==> src/rtl/glf_pkg.sv <==
package glf_pkg;

  typedef enum logic [1:0] {
    GLF_SHORT  = 2'b00,
    GLF_MEDIUM = 2'b01,
    GLF_SLOW   = 2'b10,
    GLF_CUSTOM = 2'b11
  } glf_mode_e;

  typedef struct packed {
    logic      en;
    glf_mode_e mode;
  } glf_cfg_t;

endpackage

==> src/rtl/glf_sync.sv <==
module glf_sync #(
  parameter int STAGES = 2
) (
  input  logic clk,
  input  logic rst,
  input  logic d_in,
  output logic q_out
);
  logic [STAGES-1:0] chain;

  generate
    for (genvar i = 0; i < STAGES; i++) begin : g_stage
      if (i == 0) begin : g_first
        always_ff @(posedge clk) begin
          if (rst) chain[0] <= 1'b0;
          else     chain[0] <= d_in;
        end
      end else begin : g_next
        always_ff @(posedge clk) begin
          if (rst) chain[i] <= 1'b0;
          else     chain[i] <= chain[i-1];
        end
      end
    end
  endgenerate

  assign q_out = chain[STAGES-1];
endmodule

==> src/rtl/glf_strobe.sv <==
module glf_strobe #(
  parameter int DIV_W = 16
) (
  input  logic             clk,
  input  logic             rst,
  input  logic             clr,
  input  logic [DIV_W-1:0] div,
  output logic             stb
);
  logic [DIV_W-1:0] lim;
  logic [DIV_W-1:0] phase;

  // a divide value of zero behaves as one
  assign lim = (div == '0) ? DIV_W'(1) : div;
  assign stb = (phase >= lim - DIV_W'(1));

  always_ff @(posedge clk) begin
    if (rst || clr)  phase <= '0;
    else if (stb)    phase <= '0;
    else             phase <= phase + DIV_W'(1);
  end
endmodule

==> src/rtl/glf_settle.sv <==
module glf_settle #(
  parameter int CNT_W = 16
) (
  input  logic             clk,
  input  logic             rst,
  input  logic             en,
  input  logic             clr,
  input  logic             stb,
  input  logic             lvl,
  input  logic [CNT_W-1:0] need,
  output logic             out,
  output logic [CNT_W-1:0] run
);
  logic [CNT_W-1:0] need_eff;
  logic             last_sample;

  assign need_eff    = (need == '0) ? CNT_W'(1) : need;
  assign last_sample = (run >= need_eff - CNT_W'(1));

  always_ff @(posedge clk) begin
    if (rst) begin
      out <= 1'b0;
      run <= '0;
    end else if (!en) begin
      out <= lvl;
      run <= '0;
    end else if (clr || (lvl == out)) begin
      run <= '0;
    end else if (stb) begin
      if (last_sample) begin
        out <= lvl;
        run <= '0;
      end else begin
        run <= run + CNT_W'(1);
      end
    end
  end
endmodule

==> src/rtl/glitch_filter_chan.sv <==
module glitch_filter_chan
  import glf_pkg::*;
#(
  parameter int SHORT_COUNT = 9,
  parameter int MED_COUNT   = 512,
  parameter int SLOW_DIV    = 800,
  parameter int SLOW_COUNT  = 256,
  parameter int DIV_W       = 16,
  parameter int CNT_W       = 16,
  parameter int SYNC_STAGES = 2
) (
  input  logic             clk,
  input  logic             rst,
  input  logic             filt_en,
  input  logic [1:0]       mode_sel,
  input  logic [DIV_W-1:0] cust_div,
  input  logic [CNT_W-1:0] cust_count,
  input  logic             raw_in,
  output logic             filt_out
);
  localparam logic [DIV_W-1:0] FAST_DIV_V   = DIV_W'(1);
  localparam logic [DIV_W-1:0] SLOW_DIV_V   = DIV_W'(SLOW_DIV);
  localparam logic [CNT_W-1:0] SHORT_CNT_V  = CNT_W'(SHORT_COUNT);
  localparam logic [CNT_W-1:0] MED_CNT_V    = CNT_W'(MED_COUNT);
  localparam logic [CNT_W-1:0] SLOW_CNT_V   = CNT_W'(SLOW_COUNT);

  logic             sync_lvl;
  logic             smp_stb;
  logic             cfg_chg;
  logic [CNT_W-1:0] run_cnt;
  logic [DIV_W-1:0] div_sel;
  logic [CNT_W-1:0] need_sel;
  glf_cfg_t         cfg_now;
  glf_cfg_t         cfg_q;

  assign cfg_now.en   = filt_en;
  assign cfg_now.mode = glf_mode_e'(mode_sel);

  always_ff @(posedge clk) begin
    if (rst) cfg_q <= cfg_now;
    else     cfg_q <= cfg_now;
  end

  assign cfg_chg = (cfg_now != cfg_q);

  always_comb begin
    unique case (cfg_now.mode)
      GLF_SHORT:  begin div_sel = FAST_DIV_V; need_sel = SHORT_CNT_V; end
      GLF_MEDIUM: begin div_sel = FAST_DIV_V; need_sel = MED_CNT_V;   end
      GLF_SLOW:   begin div_sel = SLOW_DIV_V; need_sel = SLOW_CNT_V;  end
      default:    begin div_sel = cust_div;   need_sel = cust_count;  end
    endcase
  end

  glf_sync #(.STAGES(SYNC_STAGES)) u_sync (
    .clk   (clk),
    .rst   (rst),
    .d_in  (raw_in),
    .q_out (sync_lvl)
  );

  glf_strobe #(.DIV_W(DIV_W)) u_strobe (
    .clk (clk),
    .rst (rst),
    .clr (cfg_chg),
    .div (div_sel),
    .stb (smp_stb)
  );

  glf_settle #(.CNT_W(CNT_W)) u_settle (
    .clk  (clk),
    .rst  (rst),
    .en   (filt_en),
    .clr  (cfg_chg),
    .stb  (smp_stb),
    .lvl  (sync_lvl),
    .need (need_sel),
    .out  (filt_out),
    .run  (run_cnt)
  );
endmodule

==> config.mk <==
export PLATFORM = sky130hd
export DESIGN_NAME = glitch_filter_chan
export DESIGN_NICKNAME = d
export VERILOG_FILES = /design/src/rtl/glf_pkg.sv /design/src/rtl/glf_sync.sv /design/src/rtl/glf_strobe.sv /design/src/rtl/glf_settle.sv /design/src/rtl/glitch_filter_chan.sv
export SDC_FILE = /design/constraint.sdc
export NUM_CORES = 1
export LEC_CHECK = 0
export BUFFER_PORTS_ARGS = -buffer_cell sky130_fd_sc_hd__buf_2
export CAP_MARGIN = 40
export CELL_PAD_IN_SITES_DETAIL_PLACEMENT = 1
export CELL_PAD_IN_SITES_GLOBAL_PLACEMENT = 2
export CORE_MARGIN = 10
export CORE_UTILIZATION = 30
export CTS_CLUSTER_DIAMETER = 120
export DETAILED_ROUTE_END_ITERATION = 16
export PLACE_DENSITY_LB_ADDON = 0.1
export REMOVE_ABC_BUFFERS = 1
export SYNTH_ARGS = -nofsm -noshare
export SYNTH_HDL_FRONTEND = slang
export SYNTH_SLANG_ARGS = --single-unit
==> constraint.sdc <==
create_clock -name clk -period 7.7 [get_ports clk]
set_input_delay 1.155 -clock clk [delete_from_list [all_inputs] [get_ports clk]]
set_output_delay 1.155 -clock clk [all_outputs]
set_load 0.01 [all_outputs]
==> flow_summary_export.csv <==
group,metric,value,unit
run_status,status,"completed",
synth,ys_seq_area_share,23.8,%
setup_path,arrival,6570,ps
timing,final-max-slew-violation-count,0,
setup_path,regToRegStartpoint,"u_strobe.phase[13]$_SDFF_PP0_",
worst_hold_path,hp-start,"u_sync.chain[0]$_SDFF_PP0_",
worst_hold_path,min_path_type,"reg2reg",
synth,synth_edf_count,0,
floorplanning,fp.coreArea,0.0104,mm^2
clocking,cts_tree,"built",
floorplanning,num_rows,37,
global_route,grt_overflow,0,
floorplanning,io_pins,39,
timing,setup_ws,1340,ps
setup_path,crit_required,7910,ps
setup_path,critPathKind,"in2reg",
route,drc,0,
synth,synth_ff_type,"dfxtp_1",
route,dr.pass1.iters,6,
route,ant_nets,0,
timing,max_freq,157,MHz
synth,synthesis.instances,408,
setup_path,r2r_slack,4530,ps
synth,synth_cell_type_count,51,
clocking,cts_hold_buf,0,
timing,fin_tns_setup,0,ps
timing,rsz0062_at_grt,"false",
route,wl_per_cell,17.4,um
timing,skew,13.1,ps
synth,yosysWarnings,0,
clocking,cts_buffer_depth,2,
final_layout,drive_gt1_share,12.2,%
timing,hold_violations,0,
timing,setup_viol,0,
placed_design,io_buffers,38,
final_layout,finalNetCount,515,
pwr,intPower,0.305,mW
setup_path,worstRegToRegCells,7,
synth,yosysTopAreaCellShare,23.8,%
synth,syn_area_per_cell,7.84,um^2
synth,async_flop_share,0,%
final_layout,layout.cells.non_filler,578,
placed_design,hpwl,8180,um
pwr,p_comb_share,20.8,%
global_route,grt_pass1_vias,3156,
clocking,clk_pin_slew,80,ps
global_route,grt_pass1_wl,16300,um
placed_design,placed_cells,570,
final_layout,synthToLayoutAreaGrowth,12.5,%
route,vias,3095,
run,drv_cap,0,
pwr,power,0.438,mW
route,drtIter0Drc,136,
setup_path,end_kind,"flop",
final_layout,n_fill_cell,1306,
clocking,htree_levels,2,
setup_path,cp-start-kind,"input port",
synth,syn_area,0.00320,mm^2
synth,ys_seq_elements,38,
pwr,p_leak,1.35,nW
pwr,seq_power_share,45.5,%
floorplanning,die_x,123,um
clocking,numCtsBuffers,5,
pwr,clkPwrFrac,33.7,%
final_layout,diodes,0,
synth,synth_top_cell_by_area,"dfxtp_1",
route,routed_wl,10000,um
clocking,clock_latency,290,ps
timing,timing.final.crit_share,82.6,%
timing,period_minus_slack,6360,ps
setup_path,reg2reg_to,"u_settle.run[7]$_SDFFE_PP0P_",
floorplanning,start_util,30.9,%
global_route,grt_usage,13.2,%
floorplanning,die_area,0.0152,mm^2
global_route,grt_start_max_net_pins,26,
clocking,root_buffer,"clkbuf_8",
synth,synthTopCellsByArea,"dfxtp_1 24%, ha_1 14%, xor2_1 5.7%",
setup_path,crit_path_max_fanout,25,
floorplanning,die_h,123,um
pwr,ir_worst_vdd,0.0582,mV
timing,worst_pin_slew,793,ps
placed_design,place.gp.congestion,0.793,
pwr,p_sw,0.132,mW
placed_design,dp_slack,942,ps
timing,relSlewSlack,47.1,%
worst_hold_path,hold_path_end,"u_sync.q_out$_SDFF_PP0_",
clocking,cts_resized,0,
final_layout,fin_util,34.7,%
pwr,power_density,122,mW/mm^2
pwr,swShare,30.2,%
global_route,antenna_found_initial,0,
worst_hold_path,hold_depth,1,
clocking,cts.sinks,38,
clocking,cts_setup_buffers,0,
route,viasPerCell,5.35,
setup_path,crit_start,"mode_sel[1]",
==> logic make-up after synthesis <==
kind of cell / count (synthesis) / share of synthesized area (%)
simple gates: 167 / 27.0
compound gates: 102 / 20.3
xor+xnor: 38 / 10.4
flops: 38 / 23.8
fa+ha+maj: 36 / 14.1
buf+inv: 24 / 3.29
mux: 3 / 1.09
==> per-stage QoR <==
stage / area (um^2) / hold slack, ps
2_1_floorplan: 3140 / 414
3_3_place_gp: 3500 / 419
3_5_place_dp: 3500 / 429
4_1_cts: 3600 / 451
5_1_grt: 3600 / 460
6_report: 3600 / 444
==> power groups by stage <==
stage | registers (mW) | logic [mW] | clock network [mW]
after CTS | 0.199 | 0.0921 | 0.157
after global routing | 0.200 | 0.103 | 0.166
after global placement | 0.204 | 0.0906 | 0
after detailed placement | 0.204 | 0.0914 | 0
after floorplan | 0.204 | 0.0522 | 0
final | 0.199 | 0.0909 | 0.148
==> cell usage after synthesis (2+ instances only) <==
master,instances
a32oi_1,2
and3_1,6
nor3_1,6
clkbuf_1,4
a221oi_1,2
nand4_1,7
nand3b_1,2
dfxtp_1,38
mux2i_1,2
nand2_1,40
nor4_1,2
nor2b_1,4
inv_1,11
nor2_1,40
and2_1,3
o21ai_0,22
nand2b_1,8
a211oi_1,2
o211ai_1,3
nand3_1,17
ha_1,36
a21oi_1,33
buf_1,2
or4_1,9
xor2_1,21
o311ai_0,4
a21o_1,5
or3_1,10
o31ai_1,9
xnor2_1,17
and4_1,7
buf_2,6
a31oi_1,10
==> worst max path at each step <==
stage / to / slack [ps]
CTS: u_settle.run[13]$_SDFFE_PP0P_ / 1260
global route: u_settle.run[5]$_SDFFE_PP0P_ / 770
floorplan: u_settle.run[11]$_SDFFE_PP0P_ / 2350
finish: u_settle.run[7]$_SDFFE_PP0P_ / 1340
detailed placement: u_settle.run[7]$_SDFFE_PP0P_ / 940
global placement: u_settle.run[5]$_SDFFE_PP0P_ / 1240
==> per-layer routing <==
layer	routed length (um)	global-route usage [%]	vias up	part of all wire (%)
met5	0	0	-	0
met4	52	2.40	0	0.52
met3	376	2.60	4	3.7
met2	4410	20.6	33	44
met1	5210	18.6	1487	52
li1	-	-	1571	-
==> registers in the layout, indices dropped and copies added (netlist names) <==
register and count:
u_strobe.phase 16, u_settle.run 16, u_settle.out 1, u_sync.chain 1, u_sync.q_out 1, cfg_q 3
==> area by class of cell <==
type / instances / area (um^2) / area share, %
inverter: 11 / 41.3 / 1.15
clock buffer: 6 / 82.6 / 2.29
tap: 136 / 170 / 4.73
clock inverter: 2 / 12.5 / 0.348
sequential: 38 / 761 / 21.1
multi-input combinational: 346 / 2330 / 64.8
timing repair buffer: 39 / 198 / 5.49
==> layout by cell type, fill, tap and decap left out, types with 9 or more instances in the layout <==
cell / count
buf_2: 38
o21ai_0: 22
inv_1: 11
a31oi_1: 10
o31ai_1: 9
dfxtp_1: 38
nor2_1: 40
or3_1: 10
nand2_1: 40
or4_1: 9
ha_1: 36
a21oi_1: 33
xnor2_1: 17
nand3_1: 17
xor2_1: 21
==> critical path, stage by stage <==
cell and delay, ps:
buf_2 380, and2_1 530, o31a_1 290, nor2_1 60
a221oi_1 340, ha_1 310, o21ai_0 160, a21oi_1 260
o21a_1 240, nand2b_1 70, a32oi_1 200, ha_1 270
nand4_1 160, o21bai_1 100, a211oi_2 440, and3_1 760
o2111ai_2 550, a21oi_1 270
No activity file was read; power rests on OpenSTA's default activity.
